<file path="src/rtl/psg_pkg.sv">
package psg_pkg;

    typedef enum logic {
        OP_PROG  = 1'b0,
        OP_ERASE = 1'b1
    } op_kind_e;

endpackage

</file>
<file path="src/rtl/psg_op_tracker.sv">
module psg_op_tracker
    import psg_pkg::*;
#(
    parameter int DATA_W = 8
) (
    input  logic              clk,
    input  logic              rst_n,
    input  logic              op_start,
    input  logic              op_is_erase,
    input  logic [DATA_W-1:0] prog_data,
    input  logic              op_done,
    output logic              busy,
    output op_kind_e          kind,
    output logic [DATA_W-1:0] ref_word,
    output logic              start_acc
);

    typedef struct packed {
        logic              busy;
        op_kind_e          kind;
        logic [DATA_W-1:0] word;
    } trk_t;

    trk_t st_d, st_q;

    always_comb begin
        st_d      = st_q;
        start_acc = op_start && !st_q.busy;
        if (start_acc) begin
            st_d.busy = 1'b1;
            st_d.kind = op_is_erase ? OP_ERASE : OP_PROG;
            st_d.word = prog_data;
        end else if (st_q.busy && op_done) begin
            st_d.busy = 1'b0;
        end
    end

    always_ff @(posedge clk or negedge rst_n) begin
        if (!rst_n) begin
            st_q <= '{busy: 1'b0, kind: OP_PROG, word: '0};
        end else begin
            st_q <= st_d;
        end
    end

    assign busy     = st_q.busy;
    assign kind     = st_q.kind;
    assign ref_word = st_q.word;

endmodule

</file>
<file path="src/rtl/psg_toggle.sv">
module psg_toggle (
    input  logic clk,
    input  logic rst_n,
    input  logic clear,
    input  logic advance,
    output logic tog
);

    typedef struct packed {
        logic tog;
    } tog_t;

    tog_t st_d, st_q;

    always_comb begin
        st_d = st_q;
        if (clear) begin
            st_d.tog = 1'b0;
        end else if (advance) begin
            st_d.tog = ~st_q.tog;
        end
    end

    always_ff @(posedge clk or negedge rst_n) begin
        if (!rst_n) begin
            st_q <= '{tog: 1'b0};
        end else begin
            st_q <= st_d;
        end
    end

    assign tog = st_q.tog;

endmodule

</file>
<file path="src/rtl/psg_read_port.sv">
module psg_read_port
    import psg_pkg::*;
#(
    parameter int DATA_W     = 8,
    parameter int POLL_BIT   = DATA_W - 1,
    parameter int TOGGLE_BIT = DATA_W - 2
) (
    input  logic              clk,
    input  logic              rst_n,
    input  logic              rd_strobe,
    input  logic              busy,
    input  op_kind_e          kind,
    input  logic              ref_bit,
    input  logic              tog,
    input  logic [DATA_W-1:0] array_data,
    output logic [DATA_W-1:0] status_out,
    output logic              rd_valid
);

    typedef struct packed {
        logic [DATA_W-1:0] data;
        logic              valid;
    } rp_t;

    rp_t               st_d, st_q;
    logic              poll_val;
    logic [DATA_W-1:0] busy_word;

    assign poll_val = (kind == OP_ERASE) ? 1'b0 : ~ref_bit;

    for (genvar i = 0; i < DATA_W; i++) begin : g_bit
        if (i == POLL_BIT) begin : g_poll
            assign busy_word[i] = poll_val;
        end else if (i == TOGGLE_BIT) begin : g_tog
            assign busy_word[i] = tog;
        end else begin : g_zero
            assign busy_word[i] = 1'b0;
        end
    end

    always_comb begin
        st_d       = st_q;
        st_d.valid = rd_strobe;
        if (rd_strobe) begin
            st_d.data = busy ? busy_word : array_data;
        end
    end

    always_ff @(posedge clk or negedge rst_n) begin
        if (!rst_n) begin
            st_q <= '{data: '0, valid: 1'b0};
        end else begin
            st_q <= st_d;
        end
    end

    assign status_out = st_q.data;
    assign rd_valid   = st_q.valid;

endmodule

</file>
<file path="src/rtl/pe_status_gen.sv">
module pe_status_gen
    import psg_pkg::*;
#(
    parameter int DATA_W = 8
) (
    input  logic              clk,
    input  logic              rst_n,
    input  logic              op_start,
    input  logic              op_is_erase,
    input  logic [DATA_W-1:0] prog_data,
    input  logic              op_done,
    input  logic              rd_strobe,
    input  logic [DATA_W-1:0] array_data,
    output logic [DATA_W-1:0] status_out,
    output logic              rd_valid,
    output logic              busy
);

    localparam int POLL_BIT   = DATA_W - 1;
    localparam int TOGGLE_BIT = DATA_W - 2;

    op_kind_e          kind;
    logic [DATA_W-1:0] ref_word;
    logic              start_acc;
    logic              tog;
    logic              unused_ref_low;

    assign unused_ref_low = ^ref_word[POLL_BIT-1:0];

    psg_op_tracker #(
        .DATA_W (DATA_W)
    ) u_trk (
        .clk         (clk),
        .rst_n       (rst_n),
        .op_start    (op_start),
        .op_is_erase (op_is_erase),
        .prog_data   (prog_data),
        .op_done     (op_done),
        .busy        (busy),
        .kind        (kind),
        .ref_word    (ref_word),
        .start_acc   (start_acc)
    );

    psg_toggle u_tog (
        .clk     (clk),
        .rst_n   (rst_n),
        .clear   (start_acc),
        .advance (rd_strobe && busy),
        .tog     (tog)
    );

    psg_read_port #(
        .DATA_W     (DATA_W),
        .POLL_BIT   (POLL_BIT),
        .TOGGLE_BIT (TOGGLE_BIT)
    ) u_rd (
        .clk        (clk),
        .rst_n      (rst_n),
        .rd_strobe  (rd_strobe),
        .busy       (busy),
        .kind       (kind),
        .ref_bit    (ref_word[POLL_BIT]),
        .tog        (tog),
        .array_data (array_data),
        .status_out (status_out),
        .rd_valid   (rd_valid)
    );

endmodule

</file>
<file path="config.mk">
export PLATFORM = sky130hd
export DESIGN_NAME = pe_status_gen
export DESIGN_NICKNAME = d
export VERILOG_FILES = /design/src/rtl/psg_pkg.sv /design/src/rtl/psg_op_tracker.sv /design/src/rtl/psg_toggle.sv /design/src/rtl/psg_read_port.sv /design/src/rtl/pe_status_gen.sv
export SDC_FILE = /design/constraint.sdc
export NUM_CORES = 1
export LEC_CHECK = 0
export BUFFER_PORTS_ARGS = -buffer_cell sky130_fd_sc_hd__buf_2
export CAP_MARGIN = 25
export CORE_AREA = 2 2 39 41
export DETAILED_ROUTE_END_ITERATION = 8
export DIE_AREA = 0 0 41 43
export PLACE_DENSITY = 0.79
export SLEW_MARGIN = 20
export SYNTH_ARGS = -nofsm -noshare
export SYNTH_HDL_FRONTEND = slang
export SYNTH_SLANG_ARGS = --single-unit
</file>
<file path="constraint.sdc">
create_clock -name clk -period 2.33 [get_ports clk]
set_clock_uncertainty 0.05 [all_clocks]
set_input_delay 0.1165 -clock clk [delete_from_list [all_inputs] [get_ports clk]]
set_output_delay 0.1165 -clock clk [all_outputs]
set_load 0.005 [all_outputs]
</file>
==> impl_metrics.env, run 1 <==
export IMPL_worstPathArrival_ns=1.38
export IMPL_yosysSeqAreaShare_pct=61.8
export IMPL_die_h_um=43
export IMPL_antenna_found_initial=0
export IMPL_crit_path_max_fanout=12
export IMPL_synth_ff_type="dfrtp_1"
export IMPL_grt_first_pass_wirelength_um=1480
export IMPL_tightest_slew_ns=0.337
export IMPL_hold_viol=0
export IMPL_grt_total_usage_pct=12.6
export IMPL_synth_edf_count=0
export IMPL_viasPerCell=4.59
export IMPL_cts_buffers=3
export IMPL_dr_pass1_iters=4
export IMPL_htreeDepth=1
export IMPL_yosysMostFrequentCell="dfrtp_1"
export IMPL_wirelength_um=974
export IMPL_yosys_top_cells_area="dfrtp_1 (62%), a22o_1 (6.7%), mux2_2 (4.3%)"
export IMPL_period_needed_ns=1.28
export IMPL_ys_top_cells_by_count="dfrtp_1 (13), a22o_1 (4), inv_1 (4)"
export IMPL_initial_utilization_pct=38.1
export IMPL_critPathLaunchType="flip-flop"
export IMPL_clk_pin_slew_ns=0.08
export IMPL_wl_per_cell_um=11.2
export IMPL_drc=0
export IMPL_timing_final_crit_share_pct=54.9
export IMPL_avgSynthCellArea_um2=12.3
export IMPL_die_area_um2=1760
export IMPL_p_leak_nw=0.366
export IMPL_cts_root_buffer="clkbuf_4"
export IMPL_io_pins=32
export IMPL_p_clk_share_pct=25.3
export IMPL_post_cts_buffers=0
export IMPL_comb_power_share_pct=19.5
export IMPL_drive_above_1_share_pct=40.8
export IMPL_n_antenna_cell=0
export IMPL_hpwl_um=733
export IMPL_syn_num_nets=65
export IMPL_synthCells=43
export IMPL_cts_tree="yes"
export IMPL_pwr_share_seq_pct=55.2
export IMPL_setup_slack_ns=1.05
export IMPL_yosys_area_top_type="dfrtp_1"
export IMPL_endpoint_kind="flip-flop"
export IMPL_fp_row_count=14
export IMPL_required_ns=2.43
export IMPL_ant_nets=0
export IMPL_dp_slack_ns=1.07
export IMPL_drtIter0Drc=3
export IMPL_core_um2=1380
export IMPL_setup_viol=0
export IMPL_overflow=0
export IMPL_synth_seq_cells=13
export IMPL_status="completed"
export IMPL_internal_power_mw=0.390
export IMPL_ys_warn_count=0
export IMPL_synth_top_area_share_pct=61.8
export IMPL_ir_worst_vdd_mv=0.359
export IMPL_clock_sinks=13
export IMPL_swShare_pct=25.5
export IMPL_synth_area_um2=527
export IMPL_total_power_mw=0.524
export IMPL_die_x_um=41
export IMPL_gp_congestion=0.647
export IMPL_synth_distinct_cells=16
export IMPL_slew_viol_final=0
export IMPL_hold_path_class="input pin to flip-flop"
export IMPL_critPathKind="flip-flop to flip-flop"
export IMPL_max_freq_mhz=782
export IMPL_maxCapViolations=0
export IMPL_via_count=399
export IMPL_clock_path_buffers=2
export IMPL_final_util_pct=50.5
export IMPL_power_density_nw_per_um2=750
export IMPL_port_buffers=24
export IMPL_rsz0062_at_grt="false"
export IMPL_synthArstFlopShare_pct=100
export IMPL_switchingPower_mw=0.134
export IMPL_grt_pass1_vias=328
export IMPL_syn_to_final_growth_pct=32.5
export IMPL_fin_tns_setup_ns=0
export IMPL_grt_start_max_net_pins=15
export IMPL_slew_limit_headroom_pct=77.6
export IMPL_nets=94
export IMPL_insertion_delay_ns=0.27
-- worst paths after layout --
check | start | to | slack, ns | cells past startpoint
hold reg to reg | u_trk.kind | u_trk.kind | 0.46 | 1
min in group asynchronous | rst_n | u_rd.rd_valid | 0.20 | 2
max in group asynchronous | rst_n | u_rd.status_out[1] | 1.81 | 2
setup / recovery | u_trk.busy | u_trk.ref_word[7] | 1.05 | 2
setup reg to reg | u_trk.busy | u_trk.ref_word[7] | 1.05 | 2
hold / removal | array_data[4] | u_rd.status_out[4] | 0.008 | 2
-- layer usage --
| layer | global-route usage (%) | up-vias | share of wire, % |
|---|---|---|---|
| li1 | - | 202 | - |
| met1 | 19.2 | 177 | 48 |
| met2 | 16.3 | 20 | 43 |
| met3 | 1.57 | 0 | 8.7 |
| met4 | 8.00 | 0 | 0 |
| met5 | 0 | - | 0 |
-- registers in the layout, indices dropped and copies added (netlist names) --
name             flops
u_rd.status_out      8
u_rd.rd_valid        1
u_tog.tog            1
u_trk.busy           1
u_trk.kind           1
u_trk.ref_word       1
-- logic make-up after synthesis --
kind of cell	Yosys count	synth area share, %
AOI/OAI and AO/OA	10	12.6
xor gates and xnor gates	1	1.66
buffers and inverters	6	5.70
DFF	13	61.8
muxes	3	6.18
and+or+nand+nor	10	12.1
-- through the flow --
stage                     hold slack [ns]  instance area (um2)  cells
after global placement            -0.0426                  652     81
after CTS                         0.00119                  698     87
after floorplan                    -0.229                  527     43
after global routing               0.0122                  698     87
after detailed placement          -0.0381                  652     81
final                             0.00754                  698     87
-- critical path, stage by stage, from the launching register on --
cell     delay [ns]
dfrtp_1        0.50
and2b_1        0.28
mux2_2         0.33
-- layout by cell type (no fill, tap or decap), drive strengths merged --
| cell | instances |
|---|---|
| nand2b | 1 |
| nor2 | 3 |
| clkbuf | 4 |
| a22o | 4 |
| or3b | 1 |
| mux2i | 1 |
| dfrtp | 13 |
| and2b | 2 |
| dlygate4sd3 | 2 |
| mux2 | 2 |
| inv | 4 |
| a21oi | 2 |
| a31oi | 1 |
| xor2 | 1 |
| nand3b | 3 |
| o21ai | 3 |
| buf | 24 |
-- cell type report --
cell class,count,area [um2]
inverters,4,15.0
well taps,16,20.0
multi-input cells,24,171
fillers,141,686
flip-flops and latches,13,325
repair buffers,26,140
clock buffers,4,26.3
-- power groups by stage --
stage / sequential, mW / combinational, mW / clock (mW)
6_report: 0.289 / 0.102 / 0.133
3_3_place_gp: 0.292 / 0.0969 / 0
5_1_grt: 0.296 / 0.115 / 0.149
2_1_floorplan: 0.289 / 0.0617 / 0
3_5_place_dp: 0.294 / 0.100 / 0
4_1_cts: 0.290 / 0.104 / 0.138
-- timing repair --
action / in CTS / in global routing
gates resized for setup: 0 / 0
hold buffers: 2 / 0
endpoints found under the hold margin: 14 / 0
Note: power is estimated with default switching activity, not from simulation.
==> run 2: changes to the inputs <==
--- a/config.mk
+++ b/config.mk
@@ -5,12 +5,12 @@
 export SDC_FILE = /design/constraint.sdc
 export NUM_CORES = 1
 export LEC_CHECK = 0
+export ABC_AREA = 1
 export BUFFER_PORTS_ARGS = -buffer_cell sky130_fd_sc_hd__buf_2
 export CAP_MARGIN = 25
-export CORE_AREA = 2 2 39 41
+export CORE_UTILIZATION = 40
 export DETAILED_ROUTE_END_ITERATION = 8
-export DIE_AREA = 0 0 41 43
-export PLACE_DENSITY = 0.79
+export PLACE_DENSITY = 0.8
 export SLEW_MARGIN = 20
 export SYNTH_ARGS = -nofsm -noshare
 export SYNTH_HDL_FRONTEND = slang
==> constraint.sdc (replaced) <==
create_clock -name clk -period 1.25 [get_ports clk]
set_clock_uncertainty 0.05 [all_clocks]
set_input_delay 0.0625 -clock clk [delete_from_list [all_inputs] [get_ports clk]]
set_output_delay 0.0625 -clock clk [all_outputs]
set_load 0.005 [all_outputs]
==> run 2 against run 1 <==
Effect of this change:
- global-route usage increased by 8.5 points
- sequential share of layout area decreased by 6.0 points
- core utilization increased by 18 points
- power increased by 91%
- non-clock buffer count increased by 11
- combinational power increased by 120%
- worst hold slack improved by 0.0041 ns
- via count increased by 29%
- clock power increased by 95%
- largest power group unchanged
==> impl_metrics.env, run 2 <==
export IMPL_drtIter0Drc=31
export IMPL_hold_start="op_start"
export IMPL_maxCapViolations=0
export IMPL_clk_pin_slew_ns=0.08
export IMPL_muxShareOfSynthArea_pct=0
export IMPL_cts_tree="yes"
export IMPL_synth_top_area_share_pct=61.5
export IMPL_grt_total_usage_pct=21.1
export IMPL_core_um2=1170
export IMPL_slew_viol_final=0
export IMPL_crit_path_top_delay_cell="dlygate4sd3_1"
export IMPL_overflow=0
export IMPL_endpoint_kind="flip-flop"
export IMPL_wirelength_um=1310
export IMPL_via_count=515
export IMPL_clock_sinks=13
export IMPL_n_antenna_cell=0
export IMPL_htreeDepth=1
export IMPL_die_h_um=38.4
export IMPL_cts_buffers=3
export IMPL_synth_area_um2=529
export IMPL_synth_ff_type="dfrtp_1"
export IMPL_hpwl_um=847
export IMPL_ys_warn_count=0
export IMPL_regToRegStartpoint="u_trk.busy"
export IMPL_min_to="u_trk.kind"
export IMPL_rsz0062_at_grt="false"
export IMPL_grt_pass1_vias=446
export IMPL_ant_nets=0
export IMPL_wl_per_cell_um=11.9
export IMPL_worstPathArrival_ns=1.20
export IMPL_critPathTopFamily="buffers and inverters"
export IMPL_synthCells=57
export IMPL_yosys_area_top_type="dfrtp_1"
export IMPL_reg2regPathDepth=4
export IMPL_synthXorXnorAreaFrac_pct=0
export IMPL_power_density_nw_per_um2=1250
export IMPL_dr_pass1_iters=4
export IMPL_met3_usage_pct=5.23
export IMPL_grt_start_max_net_pins=14
export IMPL_path_buf_inv=3
export IMPL_dp_slack_ns=0.281
export IMPL_yosys_top_cells_area="dfrtp_1 (61%), nand2_1 (16%), nand3_1 (11%)"
export IMPL_hold_path_class="input pin to flip-flop"
export IMPL_io_pins=32
export IMPL_syn_num_nets=79
export IMPL_setup_slack_ns=0.165
export IMPL_tightest_slew_ns=0.285
export IMPL_nets=119
export IMPL_gr_usage_met2_pct=36.0
export IMPL_ys_top_cells_by_count="nand2_1 (22), dfrtp_1 (13), nand3_1 (12), inv_1 (2), nor2_1 (2)"
export IMPL_cts_resized=0
export IMPL_yosysMostFrequentCell="nand2_1"
export IMPL_critPathKind="input pin to flip-flop"
export IMPL_synth_edf_count=0
export IMPL_synth_distinct_cells=11
export IMPL_grt_use_met1_pct=25.6
export IMPL_hold_viol=0
export IMPL_min_path_cells=3
export IMPL_synth_top_family_by_area="simple AND/OR/NAND/NOR gates"
export IMPL_synth_compound_area_share_pct=2.60
export IMPL_yosysSeqAreaShare_pct=61.5
export IMPL_critPathLaunchType="input pin"
export IMPL_insertion_delay_ns=0.27
export IMPL_gr_max_usage_layer="met2"
export IMPL_max_stage_delay_ns=0.52
export IMPL_final_cell_mix="buf_2 (24), nand2_1 (22), dfrtp_1 (13)"
export IMPL_drive_above_1_share_pct=32.3
export IMPL_port_buffers=24
export IMPL_max_freq_mhz=922
export IMPL_synthArstFlopShare_pct=100
export IMPL_crit_cells=5
export IMPL_post_cts_buffers=0
export IMPL_cts_root_buffer="clkbuf_4"
export IMPL_drc=0
export IMPL_synth_seq_cells=13
export IMPL_final_common_cell="buf_2"
export IMPL_setup_viol=0
export IMPL_required_ns=1.36
export IMPL_die_x_um=38.4
export IMPL_r2r_end="u_rd.status_out[1]"
export IMPL_fin_tns_setup_ns=0
export IMPL_path_cells="dlygate4sd3_1 -> buf_2 -> inv_1 -> nand2_1 -> nand3_1"
export IMPL_avgSynthCellArea_um2=9.29
export IMPL_viasPerCell=4.68
export IMPL_gp_congestion=0.717
export IMPL_clock_path_buffers=2
export IMPL_syn_to_final_growth_pct=51.5
export IMPL_slew_limit_headroom_pct=81.0
export IMPL_antenna_found_initial=0
export IMPL_initial_utilization_pct=45.2
export IMPL_die_area_um2=1470
export IMPL_timing_final_crit_share_pct=86.8
export IMPL_period_needed_ns=1.08
export IMPL_ir_worst_vdd_mv=0.814
export IMPL_synth_simple_area_share_pct=30.3
export IMPL_rrSetupSlack_ns=0.26
export IMPL_fp_row_count=12
export IMPL_p_leak_nw=0.453
export IMPL_largest_register_ffs=8
export IMPL_synth_fa_ha_area_share_pct=0
export IMPL_cts_hold_buf=12
export IMPL_status="completed"
export IMPL_grt_first_pass_wirelength_um=1970
export IMPL_crit_path_max_fanout=13
## run 2: cell types whose count changed after synthesis, moves of 2 or more
cell | previous run | this run
nand2_1 | 0 | 22
nand3_1 | 0 | 12
a22o_1 | 4 | 0
nand3b_1 | 3 | 0
o21ai_0 | 3 | 0
and2b_1 | 2 | 0
inv_1 | 4 | 2
mux2_2 | 2 | 0
## run 2: worst max-delay path by stage
stage,start,slack [ns],endpoint
after floorplan,u_trk.busy,0.37,u_rd.status_out[6]
after global placement,u_trk.busy,0.33,u_rd.status_out[6]
after detailed placement,u_trk.busy,0.28,u_rd.status_out[3]
after CTS,rd_strobe,0.16,u_rd.status_out[6]
after global routing,rd_strobe,0.12,u_rd.status_out[7]
final,rd_strobe,0.17,u_rd.status_out[6]
## run 2: area by class of cell
cell class                 instances  area, um2
fill                              98        369
inverter                           3       11.3
timing repair buffer              37        248
multi-input combinational         39        174
sequential                        13        325
tap                               14       17.5
clock buffer                       4       26.3
## run 2: per-stage QoR
step | util (%) | area (um2) | cells | hold slack (ns) | total power [mW]
global route | 68.5 | 802 | 110 | 0.0267 | 1.06
detailed placement | 56.0 | 656 | 94 | -0.0888 | 0.721
floorplan | - | 529 | 57 | -0.283 | 0.625
CTS | 68.5 | 802 | 110 | 0.00478 | 1.01
global placement | 56.0 | 656 | 94 | -0.0929 | 0.708
finish | 68.5 | 802 | 110 | 0.0116 | 1.00
## run 2: power by group
part | total (mW) | switching [mW] | internal [mW]
combinational | 0.221 | 0.109 | 0.111
clock | 0.259 | 0.136 | 0.123
sequential | 0.522 | 0.0383 | 0.483
## run 2: cells by family (layout without fill, tap and decap cells)
kind of cell | count (synthesis) | after routing
compound gates | 2 | 2
simple gates | 37 | 37
flops | 13 | 13
buf+inv | 5 | 44
## run 2: routing by layer
| layer | vias to the layer above | part of all wire [%] | wire [um] |
|---|---|---|---|
| met4 | 0 | 0 | 0 |
| met3 | 0 | 5.1 | 66 |
| met2 | 21 | 55 | 713 |
| li1 | 259 | - | - |
| met5 | - | 0 | 0 |
| met1 | 235 | 40 | 525 |
## run 2: worst min-delay path: stages
cell     delay (ns)
buf_2          0.10
nand3_1        0.07
nand2_1        0.06
==> run 3: changes to the inputs <==
--- a/config.mk
+++ b/config.mk
@@ -8,9 +8,9 @@
 export ABC_AREA = 1
 export BUFFER_PORTS_ARGS = -buffer_cell sky130_fd_sc_hd__buf_2
 export CAP_MARGIN = 25
-export CORE_UTILIZATION = 40
+export CORE_UTILIZATION = 28
 export DETAILED_ROUTE_END_ITERATION = 8
-export PLACE_DENSITY = 0.8
+export PLACE_DENSITY = 0.61
 export SLEW_MARGIN = 20
 export SYNTH_ARGS = -nofsm -noshare
 export SYNTH_HDL_FRONTEND = slang
==> run 3 against run 2 <==
Effect of this change:
- sequential power is 1% lower
- critical endpoint is now u_rd.status_out[7]
- final cell count up 11%
- worst hold slack better by 0.17 ns
- combinational power shrank 3%
- design area up 3.3%
- sequential share of layout area down 1.3 points
- die area grew 40%
- critical path depth unchanged
- non-clock buffer count increased by 1
- fmax decreased by 1.8%
- power shrank 2.1%
- flip-flop and latch count is the same
==> impl_metrics.env, run 3 (synthesis results as in run 2) <==
export IMPL_hpwl_um=765
export IMPL_largest_register_ffs=8
export IMPL_slew_viol_final=0
export IMPL_initial_utilization_pct=30.3
export IMPL_gp_congestion=0.718
export IMPL_grt_total_usage_pct=14.4
export IMPL_syn_to_final_growth_pct=56.5
export IMPL_dp_cells=104
export IMPL_die_h_um=45.5
export IMPL_antenna_found_initial=0
export IMPL_die_x_um=45.5
export IMPL_tightest_slew_ns=0.286
export IMPL_cts_root_buffer="clkbuf_4"
export IMPL_ir_worst_vdd_mv=0.685
export IMPL_hold_path_class="input pin to async pin"
export IMPL_power_density_nw_per_um2=1180
export IMPL_dr_pass1_iters=3
export IMPL_timing_final_crit_share_pct=88.4
export IMPL_wl_per_cell_um=9.96
export IMPL_clk_pin_slew_ns=0.08
export IMPL_clock_path_buffers=2
export IMPL_gr_usage_met2_pct=22.6
export IMPL_post_cts_buffers=0
export IMPL_maxCapViolations=0
export IMPL_drtIter0Drc=13
export IMPL_via_count=511
export IMPL_final_common_cell="buf_2"
export IMPL_grt_first_pass_wirelength_um=2060
export IMPL_status="completed"
export IMPL_drc=0
export IMPL_grt_use_met1_pct=17.4
export IMPL_critPathKind="input pin to flip-flop"
export IMPL_fill_cells=179
export IMPL_io_pins=32
export IMPL_endpoint_kind="flip-flop"
export IMPL_p_leak_nw=0.457
export IMPL_hold_viol=0
export IMPL_fp_row_count=15
export IMPL_cts_tree="yes"
export IMPL_final_util_pct=47.5
export IMPL_insertion_delay_ns=0.27
export IMPL_holdWs_ns=0.178
export IMPL_ant_nets=0
export IMPL_nets=120
export IMPL_fin_tns_setup_ns=0
export IMPL_slew_limit_headroom_pct=81.0
export IMPL_cts_buffers=3
export IMPL_wirelength_um=1220
export IMPL_setup_viol=0
export IMPL_gr_max_usage_layer="met2"
export IMPL_rsz0062_at_grt="false"
export IMPL_stdcell_count=122
export IMPL_critPathLaunchType="input pin"
export IMPL_port_buffers=24
export IMPL_htreeDepth=1
export IMPL_n_antenna_cell=0
export IMPL_max_freq_mhz=905
export IMPL_die_area_um2=2070
export IMPL_period_needed_ns=1.10
export IMPL_crit_path_max_fanout=13
export IMPL_final_cell_mix="buf_2 (24), nand2_1 (22), dlygate4sd3_1 (14)"
export IMPL_core_um2=1750
export IMPL_grt_start_max_net_pins=14
export IMPL_grt_pass1_vias=475
export IMPL_required_ns=1.36
export IMPL_fin_area_um2=828
export IMPL_cts_resized=0
export IMPL_placed_area_um2=662
export IMPL_met3_usage_pct=7.14
export IMPL_viasPerCell=4.19
export IMPL_clock_sinks=13
export IMPL_drive_above_1_share_pct=30.9
export IMPL_overflow=0
export IMPL_worstPathArrival_ns=1.21
==> run 3: cell types whose count changed in the layout (fill, tap and decap cells not counted), sizes merged <==
cell,change
dlygate4sd3,+2
buf,-1
==> run 3: worst max-delay path: stages <==
cell and delay [ns]:
dlygate4sd3_1 0.52, buf_2 0.25, inv_1 0.20, nand2_1 0.10, nand3_1 0.07
==> run 3: final timing paths <==
check	slack (ns)	depth (start not counted)	to	start
max in group asynchronous	0.75	2	u_rd.status_out[2]	rst_n
min in group clk	0.42	2	u_trk.kind	u_trk.kind
min	0.18	2	u_rd.status_out[0]	rst_n
max reg2reg	0.19	4	u_tog.tog	u_trk.busy
max	0.15	5	u_rd.status_out[7]	rd_strobe
min reg2reg	0.42	2	u_trk.kind	u_trk.kind
==> run 3: routing by layer <==
| layer | share of wire [%] | wire (um) |
|---|---|---|
| met4 | 0 | 0 |
| met2 | 50 | 613 |
| met3 | 5.3 | 65 |
| met1 | 44 | 536 |
| met5 | 0 | 0 |
==> run 3: per-stage QoR <==
step	setup slack, ns	power (mW)
after floorplan	0.370	0.625
after global placement	0.162	0.706
after detailed placement	0.176	0.710
after CTS	0.159	1.00
after global routing	0.0447	1.06
final	0.145	0.981
==> run 3: cell type report <==
cell class              count  area [um2]  area share [%]
clock buffers               4        26.3            3.17
inverters                   3        11.3            1.36
multi-input cells          39         174            21.0
flip-flops and latches     13         325            39.3
well taps                  25        31.3            3.78
repair buffers             38         260            31.4
==> run 3: where the power goes <==
| part | internal [mW] | switching, mW | total [mW] |
|---|---|---|---|
| Combinational | 0.109 | 0.105 | 0.214 |
| Sequential | 0.483 | 0.0340 | 0.517 |
| Clock | 0.123 | 0.126 | 0.249 |
==> run 3: timing repair <==
item / CTS / global route
endpoints found under the setup margin: 0 / 0
hold buffers: 14 / 0
endpoints found under the hold margin: 25 / 0
